File: src/rtl/dma_gcsr_pkg.sv
package dma_gcsr_pkg;
  localparam int unsigned BIT_ME  = 0;
  localparam int unsigned BIT_NMI = 1;
  localparam int unsigned BIT_AE  = 2;
  localparam int unsigned NUM_FLAGS = 2;
  localparam int unsigned USED_BITS = 3;

  typedef struct packed {
    logic ae;
    logic nmi;
    logic me;
  } gcsr_bits_t;
endpackage

File: src/rtl/dma_gcsr_flag.sv
// Sticky flag: hardware set, read-1-then-write-0 clear
module dma_gcsr_flag (
  input  logic clk_i,
  input  logic rst_ni,
  input  logic man_rst_i,
  input  logic set_i,
  input  logic rd_i,
  input  logic wr_i,
  input  logic wbit_i,
  output logic flag_o,
  output logic armed_o
);
  logic flag_q, arm_q;
  logic clr_ok;

  assign clr_ok = wr_i && !wbit_i && arm_q;

  always_ff @(posedge clk_i or negedge rst_ni) begin
    if (!rst_ni) begin
      flag_q <= 1'b0;
      arm_q  <= 1'b0;
    end else if (man_rst_i) begin
      flag_q <= 1'b0;
      arm_q  <= 1'b0;
    end else begin
      // set has priority over a qualifying clear
      if (set_i)       flag_q <= 1'b1;
      else if (clr_ok) flag_q <= 1'b0;
      // any write cancels the handshake
      if (wr_i)                arm_q <= 1'b0;
      else if (rd_i && flag_q) arm_q <= 1'b1;
    end
  end

  assign flag_o  = flag_q;
  assign armed_o = arm_q;
endmodule

File: src/rtl/dma_gcsr_men.sv
module dma_gcsr_men (
  input  logic clk_i,
  input  logic rst_ni,
  input  logic man_rst_i,
  input  logic wr_i,
  input  logic wbit_i,
  output logic me_o
);
  logic me_q;

  always_ff @(posedge clk_i or negedge rst_ni) begin
    if (!rst_ni)        me_q <= 1'b0;
    else if (man_rst_i) me_q <= 1'b0;
    else if (wr_i)      me_q <= wbit_i;
  end

  assign me_o = me_q;
endmodule

File: src/rtl/dma_gcsr_gate.sv
module dma_gcsr_gate #(
  parameter int unsigned NCH = 4
) (
  input  logic           me_i,
  input  logic           ae_i,
  input  logic           nmi_i,
  input  logic [NCH-1:0] ch_en_i,
  input  logic [NCH-1:0] ch_te_i,
  output logic [NCH-1:0] permit_o
);
  logic glb_ok;
  assign glb_ok = me_i && !ae_i && !nmi_i;

  for (genvar g = 0; g < NCH; g++) begin : g_ch
    assign permit_o[g] = glb_ok && ch_en_i[g] && !ch_te_i[g];
  end
endmodule

File: src/rtl/dma_gcsr.sv
module dma_gcsr
  import dma_gcsr_pkg::*;
#(
  parameter int unsigned DW  = 32,
  parameter int unsigned NCH = 4
) (
  input  logic           clk_i,
  input  logic           rst_ni,
  input  logic           man_rst_i,
  input  logic           rd_i,
  input  logic           wr_i,
  input  logic [DW-1:0]  wdata_i,
  output logic [DW-1:0]  rdata_o,
  input  logic           addr_err_i,
  input  logic           nmi_i,
  input  logic [NCH-1:0] ch_en_i,
  input  logic [NCH-1:0] ch_te_i,
  output logic [NCH-1:0] ch_permit_o
);
  localparam int unsigned PAD_W = DW - USED_BITS;

  logic [NUM_FLAGS-1:0] flag_set, flag_q, flag_arm, flag_wbit;
  logic       me_q;
  logic       ae_q, nmi_q, ae_arm, nmi_arm;
  gcsr_bits_t rd_bits;

  // flag index 0 = NMI (bit 1), index 1 = address error (bit 2)
  assign flag_set  = {addr_err_i, nmi_i};
  assign flag_wbit = {wdata_i[BIT_AE], wdata_i[BIT_NMI]};

  for (genvar f = 0; f < NUM_FLAGS; f++) begin : g_flag
    dma_gcsr_flag u_flag (
      .clk_i     (clk_i),
      .rst_ni    (rst_ni),
      .man_rst_i (man_rst_i),
      .set_i     (flag_set[f]),
      .rd_i      (rd_i),
      .wr_i      (wr_i),
      .wbit_i    (flag_wbit[f]),
      .flag_o    (flag_q[f]),
      .armed_o   (flag_arm[f])
    );
  end

  assign nmi_q   = flag_q[0];
  assign ae_q    = flag_q[1];
  assign nmi_arm = flag_arm[0];
  assign ae_arm  = flag_arm[1];

  dma_gcsr_men u_men (
    .clk_i     (clk_i),
    .rst_ni    (rst_ni),
    .man_rst_i (man_rst_i),
    .wr_i      (wr_i),
    .wbit_i    (wdata_i[BIT_ME]),
    .me_o      (me_q)
  );

  dma_gcsr_gate #(.NCH(NCH)) u_gate (
    .me_i     (me_q),
    .ae_i     (ae_q),
    .nmi_i    (nmi_q),
    .ch_en_i  (ch_en_i),
    .ch_te_i  (ch_te_i),
    .permit_o (ch_permit_o)
  );

  assign rd_bits = '{ae: ae_q, nmi: nmi_q, me: me_q};
  assign rdata_o = rd_i ? {{PAD_W{1'b0}}, rd_bits} : '0;
endmodule

File: config.mk
export PLATFORM = sky130hd
export DESIGN_NAME = dma_gcsr
export DESIGN_NICKNAME = d
export VERILOG_FILES = /design/src/rtl/dma_gcsr_pkg.sv /design/src/rtl/dma_gcsr_flag.sv /design/src/rtl/dma_gcsr_men.sv /design/src/rtl/dma_gcsr_gate.sv /design/src/rtl/dma_gcsr.sv
export SDC_FILE = /design/constraint.sdc
export NUM_CORES = 1
export LEC_CHECK = 0
export BUFFER_PORTS_ARGS = -buffer_cell sky130_fd_sc_hd__buf_2
export CAP_MARGIN = 30
export CORE_MARGIN = 2
export CORE_UTILIZATION = 27
export CTS_CLUSTER_SIZE = 40
export DETAILED_ROUTE_END_ITERATION = 7
export HOLD_SLACK_MARGIN = 0.02
export PLACE_DENSITY_LB_ADDON = 0.3
export SETUP_SLACK_MARGIN = 0.5
export SYNTH_ARGS = -nofsm -noshare
export SYNTH_HDL_FRONTEND = slang
export SYNTH_SLANG_ARGS = --single-unit
File: constraint.sdc
create_clock -name clk_i -period 1.4 [get_ports clk_i]
set_input_delay 0.21 -clock clk_i [delete_from_list [all_inputs] [get_ports clk_i]]
set_output_delay 0.21 -clock clk_i [all_outputs]
set_load 0.02 [all_outputs]
Word level (Yosys, flattened, before mapping)

Index checks and enable logic that the tools add are counted.

Mux-type cells: 15
Div/mod/pow operators: 0
Reduce and logical (&&, ||, !) cells: 29
Eq/ne operators: 0
Shift operators: 0
Multipliers: 0
Bitwise logic cells: 0
Add/sub/neg operators: 0
$lt $le $gt $ge: 0

Operator list:

| kind               | count |
|---|---|
| logical AND 1 bit  | 16 |
| two-way mux 1 bit  | 14 |
| nonzero test 3 bit | 4 |
| zero test 1 bit    | 8 |
| two-way mux 3 bit  | 1 |
| nonzero test 2 bit | 1 |

Output and inout bits: 36
Bits in latches: 0
Memory bits (read-only): 0
Memories kept: 0
Register bits: 5
Memory bits (writable): 0
Bits of input ports: 47
Word-level logic and storage cells: 49

Longest topological paths before layout

Gate-level depths: netlist of the first run.

Depth in word-level cells: 6
Depth in mapped cells: 2
Mapped depth without buffers: 2

Hierarchy

From an unflattened synthesis of the first run, not the netlist that was laid out.

Cell total of the unflattened synthesis: 55
Area, all modules: 513.0 µm²

Modules (own cells, without submodules):

| module        | area each (µm²) | cells an instance | times used | sequential area each (µm²) |
|---|---|---|---|---|
| dma_gcsr      | 240.2           | 33                | 1          | 0.0 |
| dma_gcsr_flag | 86.3            | 7                 | 2          | 50.0 |
| dma_gcsr_gate | 61.3            | 5                 | 1          | 0.0 |
| dma_gcsr_men  | 38.8            | 3                 | 1          | 25.0 |

Worst setup path after synthesis of the first run

OpenSTA, ideal clock, no wires.

Kind: register to output
From: register g_flag[1].u_flag.flag_q
To: output ch_permit_o[0]
Path buffers: 0
Data arrival time: 1.150 ns
Required time: 1.190 ns
Stages on the path, launching flop included: 3
Slack: 0.040 ns
Cell sequence: dfrtp_1 > or3b_4 > nor3b_2

Longest elaborated chain between the ends: 5

Ends and longest elaborated chain:

| item                            | line                | text |
|---|---|---|
| from (decl)                     | dma_gcsr_flag.sv:13 | `logic flag_q, arm_q;` |
| from (signal assigned)          | dma_gcsr_flag.sv:20 | `flag_q <= 1'b0;` |
| from (signal assigned)          | dma_gcsr_flag.sv:23 | `flag_q <= 1'b0;` |
| from (signal assigned)          | dma_gcsr_flag.sv:27 | `if (set_i) flag_q <= 1'b1;` |
| zero test 1 bit                 | dma_gcsr_gate.sv:12 | `assign glb_ok = me_i && !ae_i && !nmi_i;` |
| logical AND 1 bit (2 in series) | dma_gcsr_gate.sv:12 |  |
| logical AND 1 bit (2 in series) | dma_gcsr_gate.sv:15 | `assign permit_o[g] = glb_ok && ch_en_i[g] && !ch_te_i[g];` |
| to (decl)                       | dma_gcsr.sv:18      | `output logic [NCH-1:0] ch_permit_o` |

No other way between the ends.

Final worst setup path of the first run

From: register g_flag[0].u_flag.flag_q
To: output ch_permit_o[2]

Longest elaborated chain between the ends: 4

Ends and longest elaborated chain:

| item                            | line |
|---|---|
| from (decl)                     | dma_gcsr_flag.sv:13 |
| from (signal assigned)          | dma_gcsr_flag.sv:20 |
| from (signal assigned)          | dma_gcsr_flag.sv:23 |
| from (signal assigned)          | dma_gcsr_flag.sv:27 |
| zero test 1 bit                 | dma_gcsr_gate.sv:12 |
| logical AND 1 bit               | dma_gcsr_gate.sv:12 |
| logical AND 1 bit (2 in series) | dma_gcsr_gate.sv:15 |

No other way between the ends.

==> results of run 1 <==
-- cell usage after synthesis (all sizes together) --
library cell	n	area, µm²
nor3	3	15.01
nor2	4	15.01
nor3b	4	50.05
conb	1	3.750
or3b	1	11.26
a21oi	2	10.01
buf	29	217.7
and2	3	20.02
dfrtp	5	125.1
nor4bb	1	10.01
mux2i	1	10.01
a311oi	1	8.760
-- worst max-delay path, cell delays in order, from the launching register on --
cell,delay (ns)
dfrtp_1,0.37
or3b_4,0.47
nor3b_4,0.21
buf_6,0.14
-- sequential cells by signal, summed over array words and instances, names as in the netlist --
register / count
u_men.me_o: 1
g_flag.u_flag.flag_o: 2
g_flag.u_flag.armed_o: 2
-- power by group through the flow --
stage               Combinational (mW)  Clock [mW]  Sequential [mW]
floorplan                        0.163           0            0.159
global placement                 0.152           0            0.158
detailed placement               0.153           0            0.158
CTS                              0.168       0.175            0.157
global route                     0.198       0.183            0.158
finish                           0.183       0.165            0.157
-- layer usage --
| metal | up-vias | track usage, % | part of all wire, % |
|---|---|---|---|
| met4 | 0 | 8.333 | 1.1 |
| met5 | - | 0 | 0 |
| met1 | 177 | 9.091 | 35 |
| li1 | 188 | - | - |
| met3 | 2 | 2.308 | 8.1 |
| met2 | 24 | 15.07 | 56 |
-- how the worst max path moves through the flow --
stage,to,cells past startpoint,startpoint
after floorplan,ch_permit_o[0],2,g_flag[1].u_flag.flag_o
after global placement,ch_permit_o[3],3,g_flag[1].u_flag.flag_o
after detailed placement,ch_permit_o[3],3,g_flag[1].u_flag.flag_o
after CTS,ch_permit_o[3],3,g_flag[0].u_flag.flag_o
after global routing,ch_permit_o[3],3,g_flag[0].u_flag.flag_o
final,ch_permit_o[2],3,g_flag[0].u_flag.flag_o
-- metrics by stage --
stage	hold WS [ns]	TNS, ns	worst slack [ns]	power [mW]	instances
2_1_floorplan	-0.08559	0	0.06361	0.3220	83
5_1_grt	0.1909	-1.090	-0.2852	0.5388	113
4_1_cts	0.1912	-0.9664	-0.2487	0.4989	111
3_3_place_gp	0.03109	0	0.01782	0.3098	106
6_report	0.2002	-0.9201	-0.2407	0.5054	113
3_5_place_dp	0.03457	-0.001341	-0.001341	0.3112	106
-- cells in the final DEF, fill, tap and decap left out, drive strengths merged --
cell / count
nor2: 4
conb: 29
and2: 3
a311oi: 1
a21oi: 2
nor3b: 4
buf: 29
nor3: 3
nor4bb: 1
or3b: 1
dfrtp: 5
clkbuf: 4
dlygate4sd3: 1
mux2i: 1
-- final cells by class --
cell class              count  area share, %
multi-input cells          49          43.33
well taps                  25          4.333
flip-flops and latches      5          17.33
repair buffers             30          31.37
clock buffers               4          3.640
-- logic make-up after synthesis --
group / count (synthesis) / synth area share (%)
buffers and inverters: 29 / 43.83
multiplexers: 1 / 2.015
other: 1 / 0.7549
flip-flops: 5 / 25.19
AO/OA/AOI/OAI: 3 / 3.779
AND/OR/NAND/NOR: 16 / 24.43
-- timing repair --
action,4_1_cts,5_1_grt
endpoints found under the setup margin,7,7
pin swaps,1,3
buffers inserted,0,2
resized for setup,18,7
endpoints found under the hold margin,5,0
hold buffers,1,0
==> out/qor.yml, run 1 <==
status: "finished with violations"
violations: "setup timing"
min-delay-start: "wr_i"
yosysSeqAreaShare_pct: 25.19
multi_input_area_um2: 312.8
die_h_um: 46.89
fmax_mhz: 609.5
clockBufferDepth: 2
drt_wl_total_um: 950
cts_root_buf: "clkbuf_4"
clk_latency_ns: 0.24
period_minus_slack_ns: 1.641
p_int_mw: 0.3267
pwr-share-clk_pct: 32.7
portBuffers: 24
clk_pin_slew_worst_paths_ns: 0.04
n_antenna_cell: 0
initial_core_util_pct: 28.77
avgSynthCellArea_um2: 9.031
whs_endpoint: "g_flag[1].u_flag.armed_o"
overflow: 0
power_switching_mw: 0.1788
p_leak_nw: 0.3864
dr.pass1.iters: 3
finClkSkew_ns: 0.00006803
ctsHtreeMaxLevel: 1
rsz0062_at_grt: "yes"
rr_worst_depth: 4
fin_util_pct: 41.81
grt_pass1_wl_mm: 1.283
syn_inst: 55
syn_area_um2: 496.7
ios: 83
cts_tree: "done"
drive_gt1_share_pct: 48.86
nFillCells: 194
avgRoutedWirePerCell_um: 8.407
dr_total_vias: 391
cts_sinks: 5
dieArea_um2: 2199
timing.rr.end: "u_men.me_o"
r2r_slack_ns: 0.51
setup_viol: 4
placed_area_um2: 583.1
worstPathArrival_ns: 1.43
design_area_um2: 721.9
remaining_drc_errors: 0
cp_max_fo: 4
antenna_found_initial: 0
crit_path_start_kind: "flop"
ant_nets: 0
post-dp-hpwl_um: 787.6
period_share_pct: 117.2
maxCapViolations: 0
viasPerCell: 3.460
drtIter0Drc: 1
die_w_um: 46.89
maxSlewViolCount: 0
pwr-share-comb_pct: 36.2
ir_worst_vdd_uv: 287.8
power.density_nw_per_um2: 700.1
cts-buffers-inserted: 3
area_delta_synth_final_pct: 45.34
num_rows: 15
track_usage_pct: 9.027
grt_pass1_vias: 284
power_frac_seq_pct: 31.0
worst_slack_ns: -0.2407
nNetsFinal: 136
gp_congestion: 0.6650
ys_ff_latch: 5
grt_start_max_net_pins: 6
min_path_cells: 2
endpoint_kind: "primary output"
cp.required_ns: 1.19
synth_cell_types: 13
ys_warn_count: 0
holdCritPathClass: "in2reg"
core_area_um2: 1727
regArea_um2: 125.1
swShare_pct: 35.37
crit_type: "reg2out"
reg2reg_from: "u_men.me_o"
finalHoldViolCount: 0
Note: power is estimated with default switching activity, not from simulation.
==> run 2: changes to the inputs <==
MAX_ROUTING_LAYER = met4   (was unset)
SLEW_MARGIN = 10   (was unset)
TNS_END_PERCENT = 1   (was unset)
==> run 2 against run 1 <==
Net effect: the flow still finishes with violations (setup timing); utilization decreased by 2.5 points; global-route usage increased by 1.0 points; first-iteration DRC count unchanged; via count decreased by 1.0%; sequential share of layout area increased by 1.1 points; critical endpoint is now ch_permit_o[1].
==> out/qor.yml, run 2 (same netlist as run 1, synthesis figures left out) <==
clk_pin_slew_worst_paths_ns: 0.04
rsz0062_at_grt: "yes"
path_cells: "or3b_4, nor3b_4, buf_6"
post-place-cells: 106
mostFrequentLayoutCells: "29 x conb_1, 17 x buf_2, 9 x buf_6"
min-delay-start: "man_rst_i"
finalPower_mw: 0.4952
avgRoutedWirePerCell_um: 8.604
timing.rr.end: "g_flag[1].u_flag.flag_o"
slowest_stage: "or3b_4"
initial_core_util_pct: 28.77
die_h_um: 46.89
dieArea_um2: 2199
grt_start_max_net_pins: 6
p_int_mw: 0.3182
nFillCells: 189
core_area_um2: 1727
power_switching_mw: 0.1769
cts_sinks: 5
drtIter0Drc: 1
maxSlewViolCount: 0
period_minus_slack_ns: 1.624
maxCapViolations: 0
ir_worst_vdd_uv: 296.6
met2_length_um: 562
overflow: 0
tns_ns: -0.8756
pwr-share-comb_pct: 34.5
ant_nets: 0
die_w_um: 46.89
fin_cells: 111
whs_endpoint: "g_flag[0].u_flag.flag_o"
track_usage_pct: 10.05
pwr-share-clk_pct: 33.9
top_layer: "met3"
cts-buffers-inserted: 3
status: "finished with violations"
remaining_drc_errors: 0
power.density_nw_per_um2: 728.8
period_share_pct: 116.0
dr.pass1.iters: 2
slowest_delay_ns: 0.45
reg2reg_from: "g_flag[1].u_flag.armed_o"
final_common_cell: "conb_1"
endpoint_kind: "primary output"
holdCritPathClass: "in2reg"
nNetsFinal: 134
area_delta_synth_final_pct: 36.78
cp.required_ns: 1.19
antenna_found_initial: 0
drt_wl_total_um: 955
drive_gt1_share_pct: 45.35
finalHoldViolCount: 0
r2r_slack_ns: 0.57
portBuffers: 24
violations: "setup timing"
gp_congestion: 0.6545
crit_path_start_kind: "flop"
cp_max_fo: 4
viasPerCell: 3.486
swShare_pct: 35.73
grt_pass1_vias: 348
multi_input_area_um2: 292.8
dr_total_vias: 387
clockBufferDepth: 2
p_leak_nw: 0.3727
num_rows: 15
wl_met1_um: 294
worstPathArrival_ns: 1.41
regArea_um2: 125.1
dp_slack_ns: 0.001035
power_frac_seq_pct: 31.6
ios: 83
post_cts_buffers: 0
fmax_mhz: 615.6
grt_pass1_wl_mm: 1.393
cts_tree: "done"
crit_type: "reg2out"
min_path_cells: 2
clk_latency_ns: 0.24
setup_viol: 4
worst_slack_ns: -0.2245
hold_slack_ns: 0.1956
finClkSkew_ns: 0.0001253
cts_root_buf: "clkbuf_4"
post-dp-hpwl_um: 801.9
ctsHtreeMaxLevel: 1
rr_worst_depth: 2
n_antenna_cell: 0
dr_wl_met3_um: 98
## run 2: timing repair
action	CTS	global route
resized for setup	17	2
endpoints found under the setup margin	7	8
endpoints found under the hold margin	5	0
pin swaps	1	0
hold buffers	1	0
## run 2: layer usage
metal	global-route usage, %	up-vias
met1	8.159	176
met3	4.615	0
met4	9.444	0
met5	-	-
li1	-	184
met2	16.44	27
## run 2: power groups by stage
stage	Combinational, mW	Sequential (mW)	Clock (mW)
detailed placement	0.153	0.158	0
global placement	0.152	0.158	0
CTS	0.167	0.156	0.176
floorplan	0.163	0.159	0
finish	0.171	0.157	0.168
global route	0.186	0.157	0.190
## run 2: cell type report
type                    count  area share, %
flip-flops and latches      5          18.42
clock buffers               4          3.867
repair buffers             28          30.02
multi-input cells          49          43.09
well taps                  25          4.604
## run 2: worst max-delay path by stage
stage	start	end	slack [ns]
2_1_floorplan	g_flag[1].u_flag.flag_o	ch_permit_o[0]	0.06
3_3_place_gp	g_flag[1].u_flag.flag_o	ch_permit_o[3]	0.02
3_5_place_dp	g_flag[1].u_flag.flag_o	ch_permit_o[3]	0.001
4_1_cts	g_flag[1].u_flag.flag_o	ch_permit_o[3]	-0.24
5_1_grt	g_flag[1].u_flag.flag_o	ch_permit_o[3]	-0.29
6_report	g_flag[0].u_flag.flag_o	ch_permit_o[1]	-0.22
## run 2: worst max-delay path: cells and delay by family, from the launching register on
family,cells,cell delay (ns)
AND/OR/NAND/NOR,2,0.65
flip-flops,1,0.38
buffers and inverters,1,0.14
## run 2: per-stage QoR
stage | utilization [%] | area, µm²
after global routing | 39.35 | 679.4
after detailed placement | 33.77 | 583.1
after global placement | 33.77 | 583.1
after floorplan | - | 626.9
after CTS | 38.91 | 671.9
final | 39.35 | 679.4
